## config.mk

```make
export PLATFORM = sky130hd
export DESIGN_NAME = spi_cfg_master
export DESIGN_NICKNAME = d
export VERILOG_FILES = /design/src/rtl/spi_ctl_pkg.sv /design/src/rtl/spi_word_fifo.sv /design/src/rtl/spi_shift_engine.sv /design/src/rtl/spi_cfg_master.sv
export SDC_FILE = /design/constraint.sdc
export NUM_CORES = 1
export LEC_CHECK = 0
export ABC_AREA = 0
export BUFFER_PORTS_ARGS = -buffer_cell sky130_fd_sc_hd__clkbuf_2
export CELL_PAD_IN_SITES_DETAIL_PLACEMENT = 0
export CELL_PAD_IN_SITES_GLOBAL_PLACEMENT = 1
export CORE_MARGIN = 8
export CORE_UTILIZATION = 47
export DETAILED_ROUTE_END_ITERATION = 12
export GPL_ROUTABILITY_DRIVEN = 0
export PLACE_DENSITY = 0.8
export SETUP_SLACK_MARGIN = 0.5
export SYNTH_ARGS = -nofsm -noshare
export SYNTH_HDL_FRONTEND = slang
export SYNTH_HIERARCHICAL = 1
export SYNTH_SLANG_ARGS = --single-unit
export TNS_END_PERCENT = 30
```

## constraint.sdc

```tcl
create_clock -name clk -period 3.5 [get_ports clk]
set_input_delay 0.875 -clock clk [delete_from_list [all_inputs] [get_ports clk]]
set_output_delay 0.875 -clock clk [all_outputs]
set_load 0.05 [all_outputs]
```

## src/rtl/spi_ctl_pkg.sv

```systemverilog
package spi_ctl_pkg;

    localparam int WORD_W = 8;
    localparam int CTRL_W = 10;
    localparam logic [CTRL_W-1:0] CTRL_RST_BITS = 10'h180;

    // control register, bit 9 down to bit 0
    typedef struct packed {
        logic lsb_first;
        logic inhibit;
        logic manual_ss;
        logic rx_flush;
        logic tx_flush;
        logic cpha;
        logic cpol;
        logic master;
        logic spe;
        logic loop;
    } ctrl_t;

    typedef enum logic [1:0] {
        REG_CTRL = 2'd0,
        REG_DATA = 2'd1,
        REG_SEL  = 2'd2,
        REG_NONE = 2'd3
    } reg_sel_e;

    typedef enum logic {
        ENG_IDLE,
        ENG_RUN
    } eng_state_e;

    function automatic logic [WORD_W-1:0] flip_word(input logic [WORD_W-1:0] w);
        logic [WORD_W-1:0] r;
        for (int i = 0; i < WORD_W; i++) begin
            r[i] = w[WORD_W-1-i];
        end
        return r;
    endfunction

    // the engine always shifts from the top bit; LSB-first is a mirror
    function automatic logic [WORD_W-1:0] order_word(input logic [WORD_W-1:0] w,
                                                     input logic lsb);
        return lsb ? flip_word(w) : w;
    endfunction

endpackage

```

## src/rtl/spi_word_fifo.sv

```systemverilog
module spi_word_fifo #(
    parameter int W     = 8,
    parameter int DEPTH = 4
) (
    input  logic         clk,
    input  logic         rst,
    input  logic         flush,
    input  logic         push,
    input  logic [W-1:0] wdata,
    input  logic         pop,
    output logic [W-1:0] rdata,
    output logic         empty,
    output logic         full
);
    localparam int AW = (DEPTH > 1) ? $clog2(DEPTH) : 1;
    localparam int CW = $clog2(DEPTH + 1);

    logic [W-1:0]  mem [DEPTH];
    logic [AW-1:0] rd_ptr, wr_ptr;
    logic [CW-1:0] count;
    logic          do_push, do_pop;

    assign empty   = (count == '0);
    assign full    = (count == CW'(DEPTH));
    assign do_push = push && !full;
    assign do_pop  = pop && !empty;
    assign rdata   = mem[rd_ptr];

    function automatic logic [AW-1:0] bump(input logic [AW-1:0] p);
        return (p == AW'(DEPTH - 1)) ? '0 : p + AW'(1);
    endfunction

    always_ff @(posedge clk) begin
        if (rst || flush) begin
            rd_ptr <= '0;
            wr_ptr <= '0;
            count  <= '0;
        end else begin
            if (do_push) wr_ptr <= bump(wr_ptr);
            if (do_pop)  rd_ptr <= bump(rd_ptr);
            if (do_push && !do_pop)      count <= count + CW'(1);
            else if (do_pop && !do_push) count <= count - CW'(1);
        end
    end

    always_ff @(posedge clk) begin
        if (do_push) mem[wr_ptr] <= wdata;
    end

    AST_FLUSH_EMPTIES: assert property (@(posedge clk) disable iff (rst)
        flush |=> empty);

    AST_FULL_HOLDS: assert property (@(posedge clk) disable iff (rst)
        (full && push && !pop && !flush) |=> (full && count == $past(count)));

endmodule

```

## src/rtl/spi_shift_engine.sv

```systemverilog
module spi_shift_engine
    import spi_ctl_pkg::*;
#(
    parameter int DIV = 4
) (
    input  logic              clk,
    input  logic              rst,
    input  logic              en,
    input  logic              cpol,
    input  logic              cpha,
    input  logic              lsb_first,
    input  logic              loop_en,
    input  logic              tx_empty,
    input  logic [WORD_W-1:0] tx_data,
    output logic              tx_pop,
    output logic              rx_push,
    output logic [WORD_W-1:0] rx_data,
    input  logic              miso,
    output logic              sck,
    output logic              mosi,
    output logic              busy
);
    localparam int HALF  = DIV / 2;
    localparam int CW    = $clog2(HALF) + 1;
    localparam int EDGES = 2 * WORD_W;
    localparam int EW    = $clog2(EDGES + 1);

    eng_state_e        state;
    logic [CW-1:0]     cnt;
    logic [EW-1:0]     edge_idx;
    logic [WORD_W-1:0] tx_sr, rx_sr;
    logic              sck_q;
    logic              tick, last_phase, sample_edge, change_edge, serial_in, start;

    assign busy        = (state == ENG_RUN);
    assign tick        = (cnt == CW'(HALF - 1));
    assign last_phase  = (edge_idx == EW'(EDGES));
    // even edge index = first edge of a bit period
    assign sample_edge = cpha ? edge_idx[0] : !edge_idx[0];
    assign change_edge = cpha ? (!edge_idx[0] && edge_idx != '0) : edge_idx[0];
    assign serial_in   = loop_en ? tx_sr[WORD_W-1] : miso;
    assign start       = (state == ENG_IDLE) && en && !tx_empty;
    assign rx_push     = busy && en && tick && last_phase;
    assign tx_pop      = start || (rx_push && !tx_empty);
    assign rx_data     = order_word(rx_sr, lsb_first);
    assign sck         = busy ? sck_q : cpol;
    assign mosi        = tx_sr[WORD_W-1];

    always_ff @(posedge clk) begin
        if (rst) begin
            state    <= ENG_IDLE;
            cnt      <= '0;
            edge_idx <= '0;
            tx_sr    <= '0;
            rx_sr    <= '0;
            sck_q    <= 1'b0;
        end else begin
            unique case (state)
                ENG_IDLE: begin
                    sck_q    <= cpol;
                    cnt      <= '0;
                    edge_idx <= '0;
                    if (start) begin
                        tx_sr <= order_word(tx_data, lsb_first);
                        state <= ENG_RUN;
                    end
                end
                ENG_RUN: begin
                    if (!en) begin
                        state <= ENG_IDLE;
                        sck_q <= cpol;
                    end else if (!tick) begin
                        cnt <= cnt + CW'(1);
                    end else begin
                        cnt <= '0;
                        if (last_phase) begin
                            edge_idx <= '0;
                            if (!tx_empty) tx_sr <= order_word(tx_data, lsb_first);
                            else           state <= ENG_IDLE;
                        end else begin
                            sck_q    <= ~sck_q;
                            edge_idx <= edge_idx + EW'(1);
                            if (sample_edge) rx_sr <= {rx_sr[WORD_W-2:0], serial_in};
                            if (change_edge) tx_sr <= {tx_sr[WORD_W-2:0], 1'b0};
                        end
                    end
                end
                default: state <= ENG_IDLE;
            endcase
        end
    end

    AST_INHIBIT_STOPS: assert property (@(posedge clk) disable iff (rst)
        !en |=> !busy);

    AST_SCK_RESTS: assert property (@(posedge clk) disable iff (rst)
        (busy && last_phase) |-> (sck_q == cpol));

    AST_EDGE_ON_TICK: assert property (@(posedge clk) disable iff (rst)
        (busy && en && tick && !last_phase) |=> (sck_q != $past(sck_q)));

endmodule

```

## src/rtl/spi_cfg_master.sv

```systemverilog
module spi_cfg_master
    import spi_ctl_pkg::*;
#(
    parameter int DIV        = 4,
    parameter int NSS        = 4,
    parameter int FIFO_DEPTH = 4
) (
    input  logic           clk,
    input  logic           rst,
    input  logic           reg_we,
    input  logic           reg_re,
    input  logic [1:0]     reg_addr,
    input  logic [31:0]    reg_wdata,
    output logic [31:0]    reg_rdata,
    output logic           sck,
    output logic           mosi,
    input  logic           miso,
    output logic [NSS-1:0] ss_n
);
    ctrl_t             ctrl_q;
    logic [NSS-1:0]    sel_q;
    reg_sel_e          addr_e;
    logic              wr_ctrl, wr_data, wr_sel, rd_data;
    logic              tx_empty, rx_empty, tx_full_unused, rx_full_unused;
    logic [WORD_W-1:0] tx_head, rx_head, rx_word;
    logic              tx_pop, rx_push, eng_busy, eng_en, loop_en, ss_live;
    logic              unused_hi;

    assign addr_e    = reg_sel_e'(reg_addr);
    assign wr_ctrl   = reg_we && (addr_e == REG_CTRL);
    assign wr_data   = reg_we && (addr_e == REG_DATA);
    assign wr_sel    = reg_we && (addr_e == REG_SEL);
    assign rd_data   = reg_re && (addr_e == REG_DATA);
    assign unused_hi = ^reg_wdata[31:CTRL_W];

    always_ff @(posedge clk) begin
        if (rst) begin
            ctrl_q <= ctrl_t'(CTRL_RST_BITS);
            sel_q  <= '1;
        end else begin
            if (wr_ctrl) begin
                ctrl_q <= ctrl_t'(reg_wdata[CTRL_W-1:0]);
            end else begin
                ctrl_q.tx_flush <= 1'b0;
                ctrl_q.rx_flush <= 1'b0;
            end
            if (wr_sel) sel_q <= reg_wdata[NSS-1:0];
        end
    end

    assign eng_en  = ctrl_q.spe && ctrl_q.master && !ctrl_q.inhibit;
    assign loop_en = ctrl_q.loop && ctrl_q.master;
    assign ss_live = ctrl_q.spe && ctrl_q.master;

    spi_word_fifo #(.W(WORD_W), .DEPTH(FIFO_DEPTH)) u_txq (
        .clk(clk), .rst(rst), .flush(ctrl_q.tx_flush),
        .push(wr_data), .wdata(reg_wdata[WORD_W-1:0]),
        .pop(tx_pop), .rdata(tx_head),
        .empty(tx_empty), .full(tx_full_unused)
    );

    spi_word_fifo #(.W(WORD_W), .DEPTH(FIFO_DEPTH)) u_rxq (
        .clk(clk), .rst(rst), .flush(ctrl_q.rx_flush),
        .push(rx_push), .wdata(rx_word),
        .pop(rd_data), .rdata(rx_head),
        .empty(rx_empty), .full(rx_full_unused)
    );

    spi_shift_engine #(.DIV(DIV)) u_eng (
        .clk(clk), .rst(rst), .en(eng_en),
        .cpol(ctrl_q.cpol), .cpha(ctrl_q.cpha), .lsb_first(ctrl_q.lsb_first),
        .loop_en(loop_en), .tx_empty(tx_empty), .tx_data(tx_head),
        .tx_pop(tx_pop), .rx_push(rx_push), .rx_data(rx_word),
        .miso(miso), .sck(sck), .mosi(mosi), .busy(eng_busy)
    );

    // per-line select: manual follows the register, automatic gates it with the engine
    for (genvar i = 0; i < NSS; i++) begin : g_ss
        assign ss_n[i] = !ss_live ? 1'b1 :
                         ctrl_q.manual_ss ? sel_q[i] :
                         (eng_busy ? sel_q[i] : 1'b1);
    end

    always_comb begin
        reg_rdata = '0;
        unique case (addr_e)
            REG_CTRL: reg_rdata[CTRL_W-1:0] = ctrl_q;
            REG_DATA: begin
                reg_rdata[WORD_W]     = !rx_empty;
                reg_rdata[WORD_W-1:0] = rx_empty ? '0 : rx_head;
            end
            REG_SEL:  reg_rdata[NSS-1:0] = sel_q;
            default:  reg_rdata = '0;
        endcase
    end

    AST_TX_STROBE_CLEARS: assert property (@(posedge clk) disable iff (rst)
        (ctrl_q.tx_flush && !wr_ctrl) |=> !ctrl_q.tx_flush);

    AST_RX_STROBE_CLEARS: assert property (@(posedge clk) disable iff (rst)
        (ctrl_q.rx_flush && !wr_ctrl) |=> !ctrl_q.rx_flush);

    AST_NO_START_INHIBITED: assert property (@(posedge clk) disable iff (rst)
        (ctrl_q.inhibit && !eng_busy) |=> !eng_busy);

endmodule

```

Yosys cells after proc, flatten, opt, wreduce, memory -nomap -nowiden:

Memory sizes are Yosys's and may differ from the RTL's. A register that Yosys moved wholly into a read port is not among the register bits.
Index checks and enable logic that the tools add are counted.

* flip-flop bits (word level): 53
* memory bits (writable): 64
* input bits: 39
* output and inout port bits: 38
* memories kept: 2

* $add $sub $neg: 10
* equality and inequality tests: 17
* muxes and demuxes: 62
* bitwise gates (word level): 4
* reductions and logical operators: 46

Memories
* u_rxq.mem: words 4, bits a word 8, read ports 1, clocked after memory_dff 1, wr ports 1, line spi_word_fifo.sv:18 `logic [W-1:0] mem [DEPTH];`
* u_txq.mem: words 4, bits a word 8, read ports 1, clocked after memory_dff 1, wr ports 1, line spi_word_fifo.sv:18

Operators by type and width (number)
* 8-bit 2-to-1 mux: 9
* 1-bit 2-to-1 mux: 29
* 1-bit logical AND: 22
* 2-bit 2-to-1 mux: 10
* 5-bit case mux with 2 select lines: 2
* 8-bit case mux with 2 select lines: 1
* 5-bit 2-to-1 mux: 3
* 3-bit 2-to-1 mux: 4
* 3-bit != test, second input constant: 4
* 4-bit case mux with 3 select lines: 1
* 2-bit by 1-bit adder with 2-bit output, second input constant: 5
* 2-bit equality test, second input constant: 5
* 1-bit logical NOT: 10
* 5-bit AND reduction: 2
* 3-bit by 1-bit adder with 3-bit output, second input constant: 2
* 3-bit equality test, second input constant: 2
* 3-bit logical NOT: 2
* 3-bit by 1-bit subtractor with 3-bit output, second input constant: 2
* 5-bit by 1-bit adder with 5-bit output, second input constant: 1
* 5-bit equality test, second input constant: 1
* 5-bit nonzero test: 1
* 2-bit by 1-bit equality test with 1-bit output, second input constant: 2
* 2-bit by 1-bit != test with 1-bit output, second input constant: 2
* 1-bit inverter: 4
* 8 further kinds: 13

Logic depth before layout (Yosys ltp):

* word-level depth: 11
* gate-level depth with buffers: 12
* mapped depth without buffers: 11

Modules after synthesis:

The synthesis kept the hierarchy.

By module, submodules not included
* spi_word_fifo: times used 2, cells each 93, area each 1641.6 um^2, sequential area each 1141.1 um^2
* spi_shift_engine: times used 1, cells each 161, area each 1466.4 um^2, sequential area each 500.5 um^2
* spi_cfg_master: times used 1, cells each 123, area each 1023.5 um^2, sequential area each 280.3 um^2

Worst setup path before layout:

OpenSTA, ideal clock, no wires.

* path kind: input to output
* start point: input reg_addr[0]
* end point: output reg_rdata[8]
* data arrival time: 2.268 ns
* path slack: 0.357 ns
* stages on the path: 3
* cell sequence: buf_2 > nor2_1 > a211oi_1

* cells in the longest elaborated chain, start to end: 2
* elaborated cells on any way between the ends: 3
* those cells by class: eq/ne: 1; mux: 1; reduce/logical: 1

Ends and longest elaborated chain
* from (decl): line spi_cfg_master.sv:12 `input logic [1:0] reg_addr,`
* 2-bit by 1-bit equality test with 1-bit output or 2-bit logical NOT (tied branches): line spi_cfg_master.sv:86 `unique case (addr_e)`
* 5-bit case mux with 2 select lines (*): line spi_cfg_master.sv:86
* to (decl): line spi_cfg_master.sv:14 `output logic [31:0] reg_rdata,`

Mark *: on every way between the ends. The rest lies on a longest branch, timed or not.

==> flow_metrics.py <==
metrics = {
    "floorplanning": {
        "die_w_um": 127,
        "die_height_um": 127,
        "die_area_sq_mm": 0.0161,
        "num_rows": 40,
        "io_pins": 77,
        "fp.coreArea_sq_mm": 0.0120,
        "start_util_pct": 48.0,
    },
    "critical_path": {
        "startpoint_type": "register",
        "r2r-start": "u_eng/edge_idx[0]",
        "r2r_end": "u_txq/count[2]",
        "slowest_delay_ps": 530,
        "path_class": "reg2out",
        "worstPathCellList": "mux4_2, and2_1, a221o_1, buf_4",
        "worst_setup_path_end_kind": "output port",
        "cp_max_fo": 7,
        "path_buf_inv": 1,
        "critPathSlowestCell": "mux4_2",
        "critPathRequiredTime_ps": 2620,
        "cpLargestDelayFamily": "multiplexers",
        "rrSetupSlack_ps": 720,
        "r2r_cells": 11,
        "crit_arrival_ps": 2110,
    },
    "clock_network": {
        "cts_root_buf": "clkbuf_16",
        "numCtsBuffers": 17,
        "cts_hold_buf": 0,
        "clk_pin_slew_worst_paths_ps": 50,
        "clockBufferDepth": 2,
        "clk_latency_ps": 410,
        "htree_levels": 4,
        "cts.sinks": 121,
        "cts_tree": "built",
    },
    "synth": {
        "synth_area_sq_mm": 0.00577,
        "synth.avg_cell_area_sq_um": 12.3,
        "syn_inst": 468,
        "ys_warn_count": 6,
    },
    "sta": {
        "timing.hold.ws_ps": 500,
        "setup_slack_ps": 513,
        "rsz0062_at_grt": "yes",
        "finalHoldViolCount": 0,
        "setup_tns_ps": 0,
        "layout_min_cycle_time_ps": 2990,
        "fmax_mhz": 335,
        "setup_viol": 0,
        "maxSlewViolCount": 0,
        "tightestPinTransition_ps": 918,
        "skew_ps": 7.41,
        "min_period_over_period_pct": 85.3,
        "slew_headroom_pct": 38.5,
    },
    "final_layout": {
        "nets": 562,
        "diodes": 0,
        "areaGrowthSynthToFinish_pct": 14.8,
        "fin_area_sq_mm": 0.00662,
        "layout-drive-gt1-share_pct": 28.3,
    },
    "flow_run": {
        "maxCapViolCount": 0,
    },
    "route": {
        "wirelength_um": 11900,
        "met3WireLength_um": 647,
        "route.met2.wl_um": 5830,
        "top_layer": "met4",
        "drc": 0,
        "dr_total_vias": 3633,
        "met1_length_um": 5220,
        "via_per_inst": 5.45,
        "ant_nets": 0,
        "drt_iter0_drc": 317,
        "avgRoutedWirePerCell_um": 17.8,
        "drtPass1Iterations": 4,
    },
    "power": {
        "p_per_area_mw_per_mm2": 505,
        "p_leak_nw": 2.42,
        "finalPower_w": 0.00334,
        "peakVddDrop_mv": 0.248,
    },
    "worst_hold_path": {
        "min_from": "ctrl_q[0]",
        "hp-class": "reg2reg",
        "min_path_cells": 2,
        "hold_end": "ctrl_q[0]",
    },
    "placement": {
        "dpl_cell_area_sq_mm": 0.00598,
        "place_hpwl_um": 8320,
        "port_buffers": 32,
        "dp_slack_ps": 434,
    },
    "global_route": {
        "grt_pass1_wl_um": 19200,
        "grt_util_all_layers_pct": 15.5,
        "grt_overflow_total": 0,
        "grt_pass1_vias": 3693,
        "grt_max_degree": 43,
        "antenna_found_initial": 0,
    },
    "status": {
        "status": "complete, no violations",
    },
}
[repair_timing]
action	in CTS	in global routing
gates resized for setup	5	8
pin swaps	1	1
setup endpoints to repair	10	6
buffers inserted	3	3
gates cloned	0	0
[sequential cells by signal, indices dropped and copies added, names as in the netlist, named ones only]
register	count
u_txq/wr_ptr	2
u_rxq/mem	32
u_eng/tx_sr	8
u_eng/sck_q	1
u_rxq/wr_ptr	2
u_eng/edge_idx	5
ctrl_q	10
u_eng/rx_sr	8
u_txq/count	3
u_eng/busy	1
u_txq/mem	32
u_txq/rd_ptr	2
u_rxq/count	3
sel_q	4
u_rxq/rd_ptr	2
u_eng/cnt	2
[area by class of cell]
class                           count  area, sq um
Sequential cell                   121         3070
Fill cell                        1014         5390
Inverter                           17         63.8
Timing Repair Buffer               47          280
Multi-Input combinational cell    303         2460
Tap cell                          147          184
Clock inverter                     14          133
Clock buffer                       18          429
[tightest hold or removal path: cells and delay by family, from the launching register on]
family / cells / cell delay (ps)
and+or+nand+nor: 1 / 70
muxes: 1 / 50
DFF: 1 / 330
[worst max-delay path by stage]
stage                     cells after the start             end  slack [ps]
after global routing                          4    reg_rdata[2]         460
after floorplan                               2    reg_rdata[9]         430
final                                         4    reg_rdata[2]         510
after CTS                                    11  u_rxq/count[2]         420
after detailed placement                     11  u_txq/count[2]         430
after global placement                        9  u_txq/count[2]         460
[layer usage]
layer / global-route usage (%) / vias up
met5: 0 / -
met4: 5.67 / 0
met2: 25.3 / 83
met3: 4.86 / 14
li1: - / 1750
met1: 18.9 / 1786
[stage by stage]
step,util (%),std cells
6_report,55.1,667
5_1_grt,55.1,667
4_1_cts,54.8,664
3_5_place_dp,49.8,629
3_3_place_gp,49.8,629
2_1_floorplan,-,489
[report_power, final]
part	switching (W)	internal, W	total (W)	leakage, nW
sequential	0.0000105	0.00150	0.00151	1.05
clock	0.000610	0.00103	0.00164	0.267
combinational	0.000137	0.0000516	0.000189	1.10
total	0.000758	0.00259	0.00334	2.42
[placed cells by master (no fill, tap or decap), types with 17 or more instances in the layout]
cell type	count
clkbuf_2	29
clkbuf_16	17
conb_1	22
dfxtp_1	55
inv_1	17
nor2_1	37
nand2b_1	20
o21ai_0	17
edfxtp_1	64
mux2i_1	24
Power figures use the tool's default switching activity.
